`src/rtl/clkbuf_i2c_pkg.sv`:
```
package clkbuf_i2c_pkg;

    typedef enum logic [3:0] {
        ST_IDLE,
        ST_ADDR,
        ST_ADDR_ACK,
        ST_CMD,
        ST_CMD_ACK,
        ST_COUNT,
        ST_COUNT_ACK,
        ST_WDATA,
        ST_WDATA_ACK,
        ST_TX_BYTE,
        ST_TX_ACK,
        ST_HOLD
    } slave_state_t;

endpackage

```
`src/rtl/i2c_line_sync.sv`:
```
module i2c_line_sync #(
    parameter int STAGES = 2
) (
    input  logic clk,
    input  logic rst_n,
    input  logic scl_in,
    input  logic sda_in,
    output logic scl_s,
    output logic sda_s,
    output logic scl_rise,
    output logic scl_fall,
    output logic start_det,
    output logic stop_det
);

    logic [1:0] raw;
    logic [1:0] synced;
    logic       scl_prev;
    logic       sda_prev;

    assign raw = {sda_in, scl_in};

    // one synchronizer chain per bus line, idle level is high
    for (genvar g = 0; g < 2; g++) begin : g_line
        logic [STAGES-1:0] chain;
        always_ff @(posedge clk or negedge rst_n) begin
            if (!rst_n) begin
                chain <= '1;
            end else begin
                chain <= {chain[STAGES-2:0], raw[g]};
            end
        end
        assign synced[g] = chain[STAGES-1];
    end

    assign scl_s = synced[0];
    assign sda_s = synced[1];

    always_ff @(posedge clk or negedge rst_n) begin
        if (!rst_n) begin
            scl_prev <= 1'b1;
            sda_prev <= 1'b1;
        end else begin
            scl_prev <= scl_s;
            sda_prev <= sda_s;
        end
    end

    assign scl_rise  = scl_s & ~scl_prev;
    assign scl_fall  = ~scl_s & scl_prev;
    assign start_det = scl_s & scl_prev & sda_prev & ~sda_s;
    assign stop_det  = scl_s & scl_prev & ~sda_prev & sda_s;

endmodule

```
`src/rtl/i2c_cfg_regs.sv`:
```
module i2c_cfg_regs #(
    parameter int         NUM_BYTES = 7,
    parameter logic [7:0] RESET_VAL = 8'hFF,
    parameter int         IDX_W     = 3
) (
    input  logic                   clk,
    input  logic                   rst_n,
    input  logic                   wr_en,
    input  logic [IDX_W-1:0]       wr_idx,
    input  logic [7:0]             wr_data,
    input  logic [IDX_W-1:0]       rd_idx,
    output logic [7:0]             rd_data,
    output logic [8*NUM_BYTES-1:0] bytes_flat
);

    for (genvar i = 0; i < NUM_BYTES; i++) begin : g_byte
        logic [7:0] byte_q;
        always_ff @(posedge clk or negedge rst_n) begin
            if (!rst_n) begin
                byte_q <= RESET_VAL;
            end else if (wr_en && wr_idx == IDX_W'(i)) begin
                byte_q <= wr_data;
            end
        end
        assign bytes_flat[8*i +: 8] = byte_q;
    end

    always_comb begin
        rd_data = '0;
        for (int k = 0; k < NUM_BYTES; k++) begin
            if (rd_idx == IDX_W'(k)) begin
                rd_data = bytes_flat[8*k +: 8];
            end
        end
    end

    // the controller never requests a write past the last register
    a_r5_write_in_range: assert property (@(posedge clk) disable iff (!rst_n)
        wr_en |-> (wr_idx < IDX_W'(NUM_BYTES)));

endmodule

```
`src/rtl/clkbuf_i2c_cfg_slave.sv`:
```
module clkbuf_i2c_cfg_slave
    import clkbuf_i2c_pkg::*;
#(
    parameter int         NUM_BYTES   = 7,
    parameter logic [7:0] WR_ADDR     = 8'hD4,
    parameter int         SYNC_STAGES = 2
) (
    input  logic                   clk,
    input  logic                   rst_n,
    input  logic                   scl_in,
    input  logic                   sda_in,
    output logic                   sda_oe,
    output logic [8*NUM_BYTES-1:0] cfg_bytes
);

    localparam int               IDX_W     = $clog2(NUM_BYTES + 1);
    localparam logic [7:0]       RD_ADDR   = WR_ADDR | 8'h01;
    localparam logic [7:0]       COUNT_VAL = 8'(NUM_BYTES);
    localparam logic [IDX_W-1:0] LAST_IDX  = IDX_W'(NUM_BYTES);

    logic scl_s, sda_s, scl_rise, scl_fall, start_det, stop_det;

    slave_state_t     state;
    logic [7:0]       shreg;
    logic [3:0]       bit_cnt;
    logic             rd_dir;
    logic [IDX_W-1:0] wr_idx;
    logic [IDX_W-1:0] tx_idx;
    logic [7:0]       tx_sr;
    logic             host_ack;
    logic             byte_done;
    logic             wr_en;
    logic [7:0]       rd_data;

    i2c_line_sync #(.STAGES(SYNC_STAGES)) u_sync (
        .clk       (clk),
        .rst_n     (rst_n),
        .scl_in    (scl_in),
        .sda_in    (sda_in),
        .scl_s     (scl_s),
        .sda_s     (sda_s),
        .scl_rise  (scl_rise),
        .scl_fall  (scl_fall),
        .start_det (start_det),
        .stop_det  (stop_det)
    );

    assign byte_done = scl_fall && (bit_cnt == 4'd8);
    assign wr_en     = (state == ST_WDATA) && byte_done && (wr_idx < LAST_IDX);

    i2c_cfg_regs #(
        .NUM_BYTES (NUM_BYTES),
        .RESET_VAL (8'hFF),
        .IDX_W     (IDX_W)
    ) u_regs (
        .clk        (clk),
        .rst_n      (rst_n),
        .wr_en      (wr_en),
        .wr_idx     (wr_idx),
        .wr_data    (shreg),
        .rd_idx     (tx_idx),
        .rd_data    (rd_data),
        .bytes_flat (cfg_bytes)
    );

    // state register and datapath
    always_ff @(posedge clk or negedge rst_n) begin
        if (!rst_n) begin
            state    <= ST_IDLE;
            shreg    <= '0;
            bit_cnt  <= '0;
            rd_dir   <= 1'b0;
            wr_idx   <= '0;
            tx_idx   <= '0;
            tx_sr    <= '0;
            host_ack <= 1'b0;
        end else if (start_det) begin
            state   <= ST_ADDR;
            bit_cnt <= '0;
        end else if (stop_det) begin
            state <= ST_IDLE;
        end else begin
            unique case (state)
                ST_IDLE, ST_HOLD: begin
                end
                ST_ADDR, ST_CMD, ST_COUNT, ST_WDATA: begin
                    if (scl_rise) begin
                        shreg   <= {shreg[6:0], sda_s};
                        bit_cnt <= bit_cnt + 4'd1;
                    end else if (byte_done) begin
                        bit_cnt <= '0;
                        unique case (state)
                            ST_ADDR: begin
                                if (shreg == WR_ADDR) begin
                                    rd_dir <= 1'b0;
                                    state  <= ST_ADDR_ACK;
                                end else if (shreg == RD_ADDR) begin
                                    rd_dir <= 1'b1;
                                    state  <= ST_ADDR_ACK;
                                end else begin
                                    state <= ST_HOLD;
                                end
                            end
                            ST_CMD:   state <= ST_CMD_ACK;
                            ST_COUNT: state <= ST_COUNT_ACK;
                            default: begin
                                if (wr_idx < LAST_IDX) begin
                                    wr_idx <= wr_idx + IDX_W'(1);
                                    state  <= ST_WDATA_ACK;
                                end else begin
                                    state <= ST_HOLD;
                                end
                            end
                        endcase
                    end
                end
                ST_ADDR_ACK: begin
                    if (scl_fall) begin
                        if (rd_dir) begin
                            tx_sr  <= COUNT_VAL;
                            tx_idx <= '0;
                            state  <= ST_TX_BYTE;
                        end else begin
                            state <= ST_CMD;
                        end
                    end
                end
                ST_CMD_ACK: begin
                    if (scl_fall) begin
                        state <= ST_COUNT;
                    end
                end
                ST_COUNT_ACK: begin
                    if (scl_fall) begin
                        wr_idx <= '0;
                        state  <= ST_WDATA;
                    end
                end
                ST_WDATA_ACK: begin
                    if (scl_fall) begin
                        state <= ST_WDATA;
                    end
                end
                ST_TX_BYTE: begin
                    if (scl_rise) begin
                        bit_cnt <= bit_cnt + 4'd1;
                    end else if (scl_fall) begin
                        if (bit_cnt == 4'd8) begin
                            bit_cnt <= '0;
                            state   <= ST_TX_ACK;
                        end else begin
                            tx_sr <= {tx_sr[6:0], 1'b0};
                        end
                    end
                end
                ST_TX_ACK: begin
                    if (scl_rise) begin
                        host_ack <= ~sda_s;
                    end else if (scl_fall) begin
                        if (host_ack && tx_idx < LAST_IDX) begin
                            tx_sr  <= rd_data;
                            tx_idx <= tx_idx + IDX_W'(1);
                            state  <= ST_TX_BYTE;
                        end else begin
                            state <= ST_HOLD;
                        end
                    end
                end
                default: state <= ST_IDLE;
            endcase
        end
    end

    // output process: open-drain pull on SDA
    always_comb begin
        unique case (state)
            ST_ADDR_ACK, ST_CMD_ACK, ST_COUNT_ACK, ST_WDATA_ACK: sda_oe = 1'b1;
            ST_TX_BYTE: sda_oe = ~tx_sr[7];
            default:    sda_oe = 1'b0;
        endcase
    end

    // the slave only moves SDA while the synchronized clock is low
    a_r6_sda_moves_scl_low: assert property (@(posedge clk) disable iff (!rst_n)
        !$stable(sda_oe) |-> !scl_s);

    // a stop condition always returns the machine to idle
    a_r9_stop_to_idle: assert property (@(posedge clk) disable iff (!rst_n)
        stop_det |=> (state == ST_IDLE));

    // each stored byte advances the write index by one
    a_r3_index_steps: assert property (@(posedge clk) disable iff (!rst_n)
        wr_en |=> (wr_idx == $past(wr_idx) + IDX_W'(1)));

    // the hold state is left only by a start or a stop
    a_r7_hold_exit: assert property (@(posedge clk) disable iff (!rst_n)
        (state == ST_HOLD) |=> (state == ST_HOLD || state == ST_IDLE || state == ST_ADDR));

endmodule

```
`config.mk`:
```
export PLATFORM = sky130hd
export DESIGN_NAME = clkbuf_i2c_cfg_slave
export DESIGN_NICKNAME = d
export VERILOG_FILES = /design/src/rtl/clkbuf_i2c_pkg.sv /design/src/rtl/i2c_line_sync.sv /design/src/rtl/i2c_cfg_regs.sv /design/src/rtl/clkbuf_i2c_cfg_slave.sv
export SDC_FILE = /design/constraint.sdc
export NUM_CORES = 1
export LEC_CHECK = 0
export ABC_AREA = 1
export CORE_MARGIN = 5
export CORE_UTILIZATION = 55
export DETAILED_ROUTE_END_ITERATION = 8
export DONT_BUFFER_PORTS = 1
export PLACE_DENSITY = 0.73
export REMOVE_ABC_BUFFERS = 1
export SYNTH_ARGS = -nofsm -noshare
export SYNTH_HDL_FRONTEND = slang
export SYNTH_SLANG_ARGS = --single-unit
```
`constraint.sdc`:
```
create_clock -name clk -period 1.83 [get_ports clk]
set_input_delay 0.2745 -clock clk [delete_from_list [all_inputs] [get_ports clk]]
set_output_delay 0.2745 -clock clk [all_outputs]
set_load 0.01 [all_outputs]
```
* After elaboration in Yosys (flattened, before gate mapping)
Index checks and enable logic that the tools add are counted.
Storage, ports and cells: bits in registers 94, output and inout bits 57
Operators by class: $add $sub $neg 3, order comparisons 2, equal/unequal tests 54, muxes and demuxes 58, bitwise operators 15, reduce and logical (&&, ||, !) cells 32
Operators with widths (number):
- 8-bit 2-to-1 mux | 15
- 4-bit 2-to-1 mux | 22
- 4-bit inequality test (second input constant) | 12
- 3-bit 2-to-1 mux | 10
- 2-bit inequality test (second input constant) | 14
- 4-bit case mux with 7 select lines | 1
- 8-bit case mux with 3 select lines | 1
- 11-bit AND reduction | 2
- 4-bit equality test (second input constant) | 5
- 3-bit equality test (second input constant) | 6
- 4-bit by 3-bit equality test with 1-bit output (second input constant) | 4
- 8-bit equality test (second input constant) | 2
- 8-bit AND reduction | 2
- 3-bit by 2-bit equality test with 1-bit output (second input constant) | 4
- 3-bit case mux with 2 select lines | 2
- 4-bit case mux with 3 select lines | 1
- 1-bit logical AND | 11
- 4-bit by 2-bit equality test with 1-bit output (second input constant) | 2
- 1-bit NOT | 8
- 4-bit case mux with 2 select lines | 1
- 4-bit AND reduction | 2
- 4-bit OR reduction | 2
- 1-bit AND | 7
- 7-bit AND reduction | 1
- 17 further kinds | 27

* Logic depth before layout (Yosys ltp)
Gate-level depths: netlist of run 1.
depth after elaboration 12, mapped depth 12

* Cells and area by module
A second synthesis of run 1 with hierarchy kept.
Unflattened totals: cell total of the unflattened synthesis 600, area total of the unflattened synthesis 4914.7 um^2
Modules (own cells, without submodules):
- i2c_cfg_regs | instances 1, cells each 299, area an instance 2647.5 um^2, sequential area each 1471.4 um^2
- clkbuf_i2c_cfg_slave | instances 1, cells each 284, area an instance 2068.2 um^2, sequential area each 800.8 um^2
- i2c_line_sync | instances 1, cells each 17, area an instance 198.9 um^2, sequential area each 157.7 um^2

* Worst setup path before layout of run 1
No wires, ideal clock.
path type register -> register, from register u_sync.scl_prev, to register tx_sr[1], setup time 121 ps, arrival time 1669 ps, required time 1709 ps, slack 40 ps, stages on the path, launching flop included 12, buffers on the path 1, period minus slack after synthesis 1790 ps, cells stage by stage dfstp_2 > inv_1 > ha_1 > clkbuf_1 > inv_1 > nand2_1 > o21ai_0 > inv_1 > nor2_4 > nand3b_1 > nor2_1 > a21oi_1
Between the ends: word-level cells in the longest chain between the ends 5, elaborated cells between the ends (all ways) 16, classes of those cells eq/ne: 5; bitwise: 10; reduce/logical: 1
RTL lines:
- start, declared | RTL line i2c_line_sync.sv:18 | logic scl_prev;
- start signal, assigned | RTL line i2c_line_sync.sv:44 | scl_prev <= scl_s;
- 1-bit AND | RTL line i2c_line_sync.sv:51, i2c_line_sync.sv:52
- 1-bit AND (on tied branches) (2 in a row) | RTL line i2c_line_sync.sv:52, i2c_line_sync.sv:51
- 1-bit NOT (no source line)
- 11-bit AND reduction (no source line) *
- end signal, assigned | RTL line clkbuf_i2c_cfg_slave.sv:152 | tx_sr <= {tx_sr[6:0], 1'b0};
- end signal, assigned | RTL line clkbuf_i2c_cfg_slave.sv:161 | tx_sr <= rd_data;
- end, declared | RTL line clkbuf_i2c_cfg_slave.sv:29 | logic [7:0] tx_sr;
Mark *: on every way between the ends. The rest lies on a longest branch, timed or not. A chain may end at the register's enable or synchronous reset.

* Final worst setup path of run 1
from register bit_cnt[0], to register u_regs.g_byte[6].byte_q[5]
Between the ends: word-level cells in the longest chain between the ends 5
RTL lines:
- start, declared | RTL line clkbuf_i2c_cfg_slave.sv:25 | logic [3:0] bit_cnt;
- start signal, assigned | RTL line clkbuf_i2c_cfg_slave.sv:89 | bit_cnt <= bit_cnt + 4'd1;
- start signal, assigned | RTL line clkbuf_i2c_cfg_slave.sv:146 | bit_cnt <= bit_cnt + 4'd1;
- 4-bit equality test | RTL line clkbuf_i2c_cfg_slave.sv:48 | assign byte_done = scl_fall && (bit_cnt == 4'd8);
- 1-bit logical AND | RTL line clkbuf_i2c_cfg_slave.sv:48
- 1-bit logical AND (2 in a row) | RTL line clkbuf_i2c_cfg_slave.sv:49 | assign wr_en = (state == ST_WDATA) && byte_done && (wr_idx < LAST_IDX);
- 1-bit logical AND | RTL line i2c_cfg_regs.sv:21 | end else if (wr_en && wr_idx == IDX_W'(i)) begin
- end signal, assigned | RTL line i2c_cfg_regs.sv:22 | byte_q <= wr_data;
- end, declared | RTL line i2c_cfg_regs.sv:17 | logic [7:0] byte_q;
Every way passes these cells.

==> metrics, run 1 <==
Startpoint Class=flop; sequential fraction of the synthesis area=47.2%; PD cells=770 mW/mm^2; FMAX=542 MHz; final wirelength=13700 um; vias in the first global route=4085; hold buffers post-CTS=2; Die H=107 um; Mapped Area=0.00514 sq mm; RSZ-0062 raised after global routing=yes; Final period util=101%; Wirelength per Cell=16.4 um; # diodes=0; outcome=finished, violations left; global placer's final weighted congestion=0.912; nets=735; reg2reg end=u_regs.g_byte[6].byte_q[5]; power share of the combinational group=21.5%; EDFF count, synth=0; Worst EP required=2.12 ns; CTS sink cnt=94; initial core utilization=55.9%; clock network power share=29.2%; Max IR drop VDD=0.488 mV; first-pass GRT wire length=20800 um; P_int=0.00314 W; CP Max Fanout=8; P_leak=2.79 nW; Synth-to-Final Area Change=20.9%; final core utilization=67.6%; layout cells sized above 1=32.5%; Fin Hold WS=-0.410 ns; Avg Inst Size Synth=7.60 sq um; Reg power frac=49.3%; Core Region=0.00920 sq mm; Worst-Skew Late Latency=0.38 ns; dpl ws=-0.0553 ns; CTS buffer count=9; Ys Warns=0; row cnt=35; Total Routing Usage GR=23.1%; relative slew slack=61.3%; clock-pin transition on the worst setup and hold timing paths=0.11 ns; crit path time final=1.84 ns; Sum Neg Setup Slack=-0.0393 ns; Min-Delay Path Class=in -> async; final cell count without fillers=832; die area=0.0114 sq mm; I/O Pins=61; Final setup viols=5; Routed Antenna Nets=0; sw power=0.00165 W; clk_skew=0.0188 ns; Max-Cap Viols=0; Detailed Routing Iterations Pass 1=5; WP data arrival=2.13 ns; total congestion overflow=0; critical path class=reg -> reg; Syn Inst Count=677; final worst slack=-0.0138 ns; pin count of the biggest net entering global routing=95; Yosys cell types=32; fill count=725; worst-margin pin slew=0.580 ns; I/O Buffers=0; register area=0.00244 sq mm; via count=4671; r2r worst-path depth=12; asr flop ratio synth=100%; clock tree buffer depth=2; Reg2Reg Setup Slack=-0.01 ns; via-per-instance ratio=5.61; Sw Share=34.4%; Top FF cell, synth=dfstp_2; Clock Tree Root=clkbuf_8; clock tree from TritonCTS=done; post-DP HPWL=9070 um; H-tree depth=3; crit path to=u_regs.g_byte[6].byte_q[5]; DRC=0; die extent in x=107 um; 1st-iter DRT viols=412; Crit. Startpoint=bit_cnt[0]; Slew Limit Fails=0; area taken by multi-input logic gates=0.00280 sq mm; violated checks=hold timing, setup timing; DP Cell Count=801; endpoint class of the critical path=flop; Total Power=0.00479 W; Fin. Hold Viols=94; flops & latches, synth=94; reg2reg start=bit_cnt[0]; initial antenna violation count=0
## worst max-delay path: stages, from the launching register on
cell	delay [ns]
dfrtp_1	0.40
inv_2	0.08
ha_4	0.14
nand2_4	0.05
nor2_4	0.15
nand2_4	0.09
inv_2	0.05
nand4_1	0.15
nor2_4	0.17
buf_12	0.19
nand2_4	0.12
nand2_1	0.09
o21ai_1	0.06
## timing repair
| item | 4_1_cts | 5_1_grt |
|---|---|---|
| endpoints found under the setup margin | 13 | 71 |
| gates resized for setup | 4 | 107 |
| buffers inserted | 0 | 10 |
| endpoints found under the hold margin | 96 | 94 |
| gates cloned | 0 | 3 |
| pin swaps | 0 | 16 |
## cells in the final DEF (no fill, tap or decap), drive strengths merged, types with 4 or more instances in the layout
master / Yosys / final
nand2: 234 / 237
nor2: 85 / 85
o21ai: 83 / 83
inv: 69 / 75
dfstp: 62 / 62
nand3: 42 / 42
buf: 7 / 37
dfrtp: 32 / 32
a21oi: 23 / 23
ha: 15 / 15
clkbuf: 7 / 9
nand4: 4 / 4
## registers in the layout, summed over array words and instances, names as in the netlist
signal                count
tx_idx                    3
u_sync.g_line.chain       4
u_sync.scl_prev           1
wr_idx                    3
bit_cnt                   4
shreg                     8
u_regs.g_byte.byte_q     56
tx_sr                     8
state                     4
host_ack                  1
rd_dir                    1
u_sync.sda_prev           1
## power by group through the flow
stage          Combinational (W)  Sequential (W)  Clock (W)
2_1_floorplan           0.000517         0.00236          0
3_3_place_gp            0.000714         0.00237          0
3_5_place_dp            0.000731         0.00238          0
4_1_cts                 0.000753         0.00235    0.00141
5_1_grt                  0.00112         0.00238    0.00152
6_report                 0.00103         0.00236    0.00140
## cell usage after synthesis (5+ instances only)
library cell  number  share of area (%)
nor2_1            76                5.5
nand3_2            5               0.97
dfstp_2           62                 32
o21ai_0           18                1.8
ha_1              15                3.6
a21oi_1           23                2.2
inv_1             63                4.6
nand2_1          226                 16
nand3_1           37                3.6
inv_2              6               0.44
nand2_2            7               0.85
nor2_2             5               0.61
clkbuf_1           7               0.51
dfrtp_1           32                 16
o21ai_1           61                5.9
## worst min-delay path by stage
stage,from,end,slack (ns),cells after the start
floorplan,rst_n,bit_cnt[0],-0.02,0
global placement,rst_n,tx_sr[2],-0.02,0
detailed placement,rst_n,tx_sr[1],-0.02,0
CTS,rst_n,rd_dir,-0.42,0
global route,rst_n,wr_idx[1],-0.43,0
finish,rst_n,tx_idx[2],-0.41,0
## cells by family (layout without fill, tap and decap cells)
logic type	Yosys count	after routing	share of synthesized area, %
AOI/OAI and AO/OA	111	111	11.4
xor gates and xnor gates	2	2	0.341
adders and majority gates	15	15	3.65
buffers and inverters	84	125	6.69
DFF	94	94	47.2
and+or+nand+nor	371	374	30.7
## metal layers
layer	global-route usage, %	vias up	share of wire [%]
met1	32.7	2222	44
met5	0	-	0
met3	4.27	27	6.3
met2	35.4	177	48
met4	8.49	0	2.0
li1	-	2245	-
## through the flow
| step | cell area, sq um | hold slack, ns |
|---|---|---|
| 2_1_floorplan | 5060 | -0.0211 |
| 3_3_place_gp | 5470 | -0.0166 |
| 3_5_place_dp | 5470 | -0.0168 |
| 4_1_cts | 5700 | -0.423 |
| 5_1_grt | 6220 | -0.435 |
| 6_report | 6220 | -0.410 |
## final cells by class
class,count,area share (%)
clock buffers,9,1.99
clock inverters,7,1.21
inverters,70,4.31
multi-input cells,502,45.0
flip-flops and latches,94,39.2
well taps,111,2.23
repair buffers,39,6.06
(Power assumes the default switching activity.)
==> run 2: changes to the inputs <==
PLACE_DENSITY = 0.84   (was 0.73)
REMOVE_ABC_BUFFERS = not set   (was 1)
SYNTH_HIERARCHICAL = 1   (was not set)
==> metrics, run 2 <==
outcome=finished, violations left; violated checks=hold timing, setup timing; Clock Tree Root=clkbuf_8; clk_skew=0.0196 ns (+0.000794 ns); asr flop ratio synth=100% (unchanged); Wirelength per Cell=17.6 um (+7.1%); CP max-delay cell=dfstp_2; syn_nets=608; max incr delay on CP=0.56 ns (+0.16 ns); Yosys cell types=39 (+22%); top cells by count, synth=nand2_1, o21ai_1, dfstp_2; worst-margin pin slew=0.358 ns (-0.222 ns); Synth-to-Final Area Change=16.3%; Syn Inst Count=600 (-11%); PD cells=1050 mW/mm^2 (+36%); final worst slack=-0.00872 ns (+0.00509 ns); vias in the first global route=3999 (-2.1%); sequential fraction of the synthesis area=49.4% (+2.2 points); Total Routing Usage GR=22.8% (-0.27 points); clock tree from TritonCTS=done; 1st-iter DRT viols=319 (-23%); reg2reg start=u_sync/scl_prev; power share of the combinational group=34.1% (+13 points); Slew Limit Fails=0 (unchanged); fill count=674 (-7.0%); Reg2Reg Setup Slack=-0.009 ns (about the same); CTS sink cnt=94 (unchanged); Final period util=100% (-0.28 points); total congestion overflow=0 (unchanged); clock tree buffer depth=2 (unchanged); layout cells sized above 1=32.5% (+0.037 points); Min-Delay Path Class=in -> async; Detailed Routing Iterations Pass 1=5 (unchanged); critical path's most frequent cell=nor2_4; initial antenna violation count=0 (unchanged); initial core utilization=56.4% (+0.41 points); endpoint class of the critical path=flop; die extent in x=105 um (-2.1%); Worst-Skew Late Latency=0.38 ns (about the same); commonest cells after routing, fill and taps aside=nand2_1, dfstp_2, o21ai_1; Top FF cell, synth=dfstp_2; global placer's final weighted congestion=0.924 (+1.3%); cell with the most instances after synthesis=nand2_1; largest registers=u_regs/g_byte.byte_q: 56 flops, shreg: 8 flops, tx_sr: 8 flops; Reg power frac=41.8% (-7.5 points); ranking of synthesized cells by area=dfstp_2, dfrtp_1, nand2_1; final wirelength=13100 um (-4.5%); most flop-heavy register=u_regs/g_byte.byte_q; Fin. Hold Viols=94 (unchanged); Startpoint Class=flop; RSZ-0062 raised after global routing=yes; Ys Warns=6 (+6); I/O Buffers=0 (unchanged); Sum Neg Setup Slack=-0.00872 ns (+0.0306 ns); Core Region=0.00872 sq mm (-5.2%); WP data arrival=2.13 ns (about the same); P_int=0.00357 W (+13%); area leader, netlist=dfstp_2; crit path time final=1.84 ns (-0.00509 ns); reg2reg end=u_regs/g_byte[2].byte_q[0]; hold buffers post-CTS=2 (unchanged); P_leak=2.38 nW (-15%); Max-Cap Viols=0 (unchanged); max reg flops=56 (unchanged); Avg Inst Size Synth=8.19 sq um (+7.8%); via count=4402 (-5.8%); post-DP HPWL=8990 um (-0.95%); clock-pin transition on the worst setup and hold timing paths=0.12 ns (about the same); DRC=0 (unchanged); r2r worst-path depth=9 (-3); die area=0.0109 sq mm (-4.1%); nets=637 (-13%); I/O Pins=61 (unchanged); EDFF count, synth=0 (unchanged); Mapped Area=0.00491 sq mm (-4.5%); via-per-instance ratio=5.93 (+5.7%); sw power=0.00243 W (+47%); critical path class=reg -> reg; H-tree depth=3 (unchanged); worst path cell trace=inv_2 > nor2_4 > nand4_1 > nor3_2 > inv_1 > nor2_4 > buf_6 > nand2_8 > o21ai_2; Worst EP required=2.13 ns (about the same); top cell type's share of synthesized area=33.1% (+1.5 points); Max IR drop VDD=0.753 mV (+54%); CP Max Fanout=16 (+8); row cnt=34 (-2.9%); clock network power share=24.1% (-5.1 points); flops & latches, synth=94 (unchanged); Die H=105 um (-2.1%); # diodes=0 (unchanged); Final setup viols=1 (-4); first-pass GRT wire length=20400 um (-1.9%); CTS buffer count=9 (unchanged); Fin Hold WS=-0.414 ns (-0.00402 ns); relative slew slack=76.1% (+15 points); dpl ws=-0.0447 ns (+0.0106 ns); FMAX=544 MHz (+0.28%); Crit. Startpoint=u_sync/scl_prev; Routed Antenna Nets=0 (unchanged); Sw Share=40.5% (+6.1 points); most common cell after layout, fill and taps aside=nand2_1; pin count of the biggest net entering global routing=95 (unchanged)
[run 2: cell count changes after synthesis, sizes merged, moves of 6 or more]
cell    delta
nor2      -25
ha        -11
nand4     +24
nor3       +7
buf        +9
a21oi     -13
clkbuf     -6
inv       -10
nand2     -56
[run 2: worst max path at each step]
stage                                            end  slack, ns  depth (start not counted)
after floorplan           u_regs/g_byte[0].byte_q[6]       0.02                         10
after global placement    u_regs/g_byte[2].byte_q[5]      0.001                          8
after detailed placement  u_regs/g_byte[2].byte_q[5]      -0.04                          9
after CTS                                     sda_oe      -0.05                          5
after global routing                        state[0]      -0.08                         12
final                     u_regs/g_byte[2].byte_q[0]     -0.009                          9
[run 2: repair_timing]
| item | in CTS | in global routing |
|---|---|---|
| gates cloned | 0 | 1 |
| setup buffers | 0 | 10 |
| endpoints found under the setup margin | 29 | 77 |
| resized for setup | 5 | 70 |
| pin swaps | 1 | 17 |
| endpoints found under the hold margin | 96 | 94 |
[run 2: layer usage]
metal  global-route usage (%)  vias up  part of all wire, %
met2                     36.0      215                   50
met1                     30.8     2107                   39
met3                     5.73       27                  9.1
met5                        0        -                    0
met4                     7.68        0                  2.0
li1                         -     2053                    -
[run 2: metrics by stage]
stage	power [W]	instance area, sq um	hold slack, ns	instances	utilization (%)
after global placement	0.00419	5140	-0.0176	713	59.0
final	0.00599	5720	-0.414	742	65.6
after CTS	0.00571	5390	-0.432	731	61.8
after floorplan	0.00376	4920	-0.0211	600	-
after global routing	0.00637	5720	-0.440	742	65.6
after detailed placement	0.00426	5140	-0.0183	713	59.0
[run 2: area by class of cell]
type | instances | area, sq um | area share [%]
Sequential cell | 94 | 2430 | 42.5
Multi-Input combinational cell | 431 | 2370 | 41.5
Clock inverter | 7 | 86.3 | 1.51
Timing Repair Buffer | 34 | 333 | 5.82
Clock buffer | 9 | 124 | 2.17
Inverter | 59 | 234 | 4.09
Tap cell | 108 | 135 | 2.36
[run 2: cell families (layout without fill, tap and decap cells)]
logic type                 after synthesis  after routing  synth area share (%)
adders and majority gates                4              4                  1.02
DFF                                     94             94                  49.4
AOI/OAI and AO/OA                       98             98                  10.7
and+or+nand+nor                        322            323                  30.5
xor gates and xnor gates                 3              3                 0.535
buffers and inverters                   76            109                  7.20
muxes                                    3              3                 0.662
[run 2: power by group through the flow]
stage / clock, W / sequential [W] / combinational [W]
CTS: 0.00145 / 0.00249 / 0.00176
floorplan: 0 / 0.00253 / 0.00123
finish: 0.00144 / 0.00251 / 0.00204
detailed placement: 0 / 0.00253 / 0.00173
global route: 0.00157 / 0.00254 / 0.00226
global placement: 0 / 0.00251 / 0.00168
[run 2: critical path: cells and delay by family, from the launching register on]
family,cells,cell delay (ns)
and+or+nand+nor,5,0.74
DFF,1,0.56
buffers and inverters,3,0.29
AOI/OAI and AO/OA,1,0.18
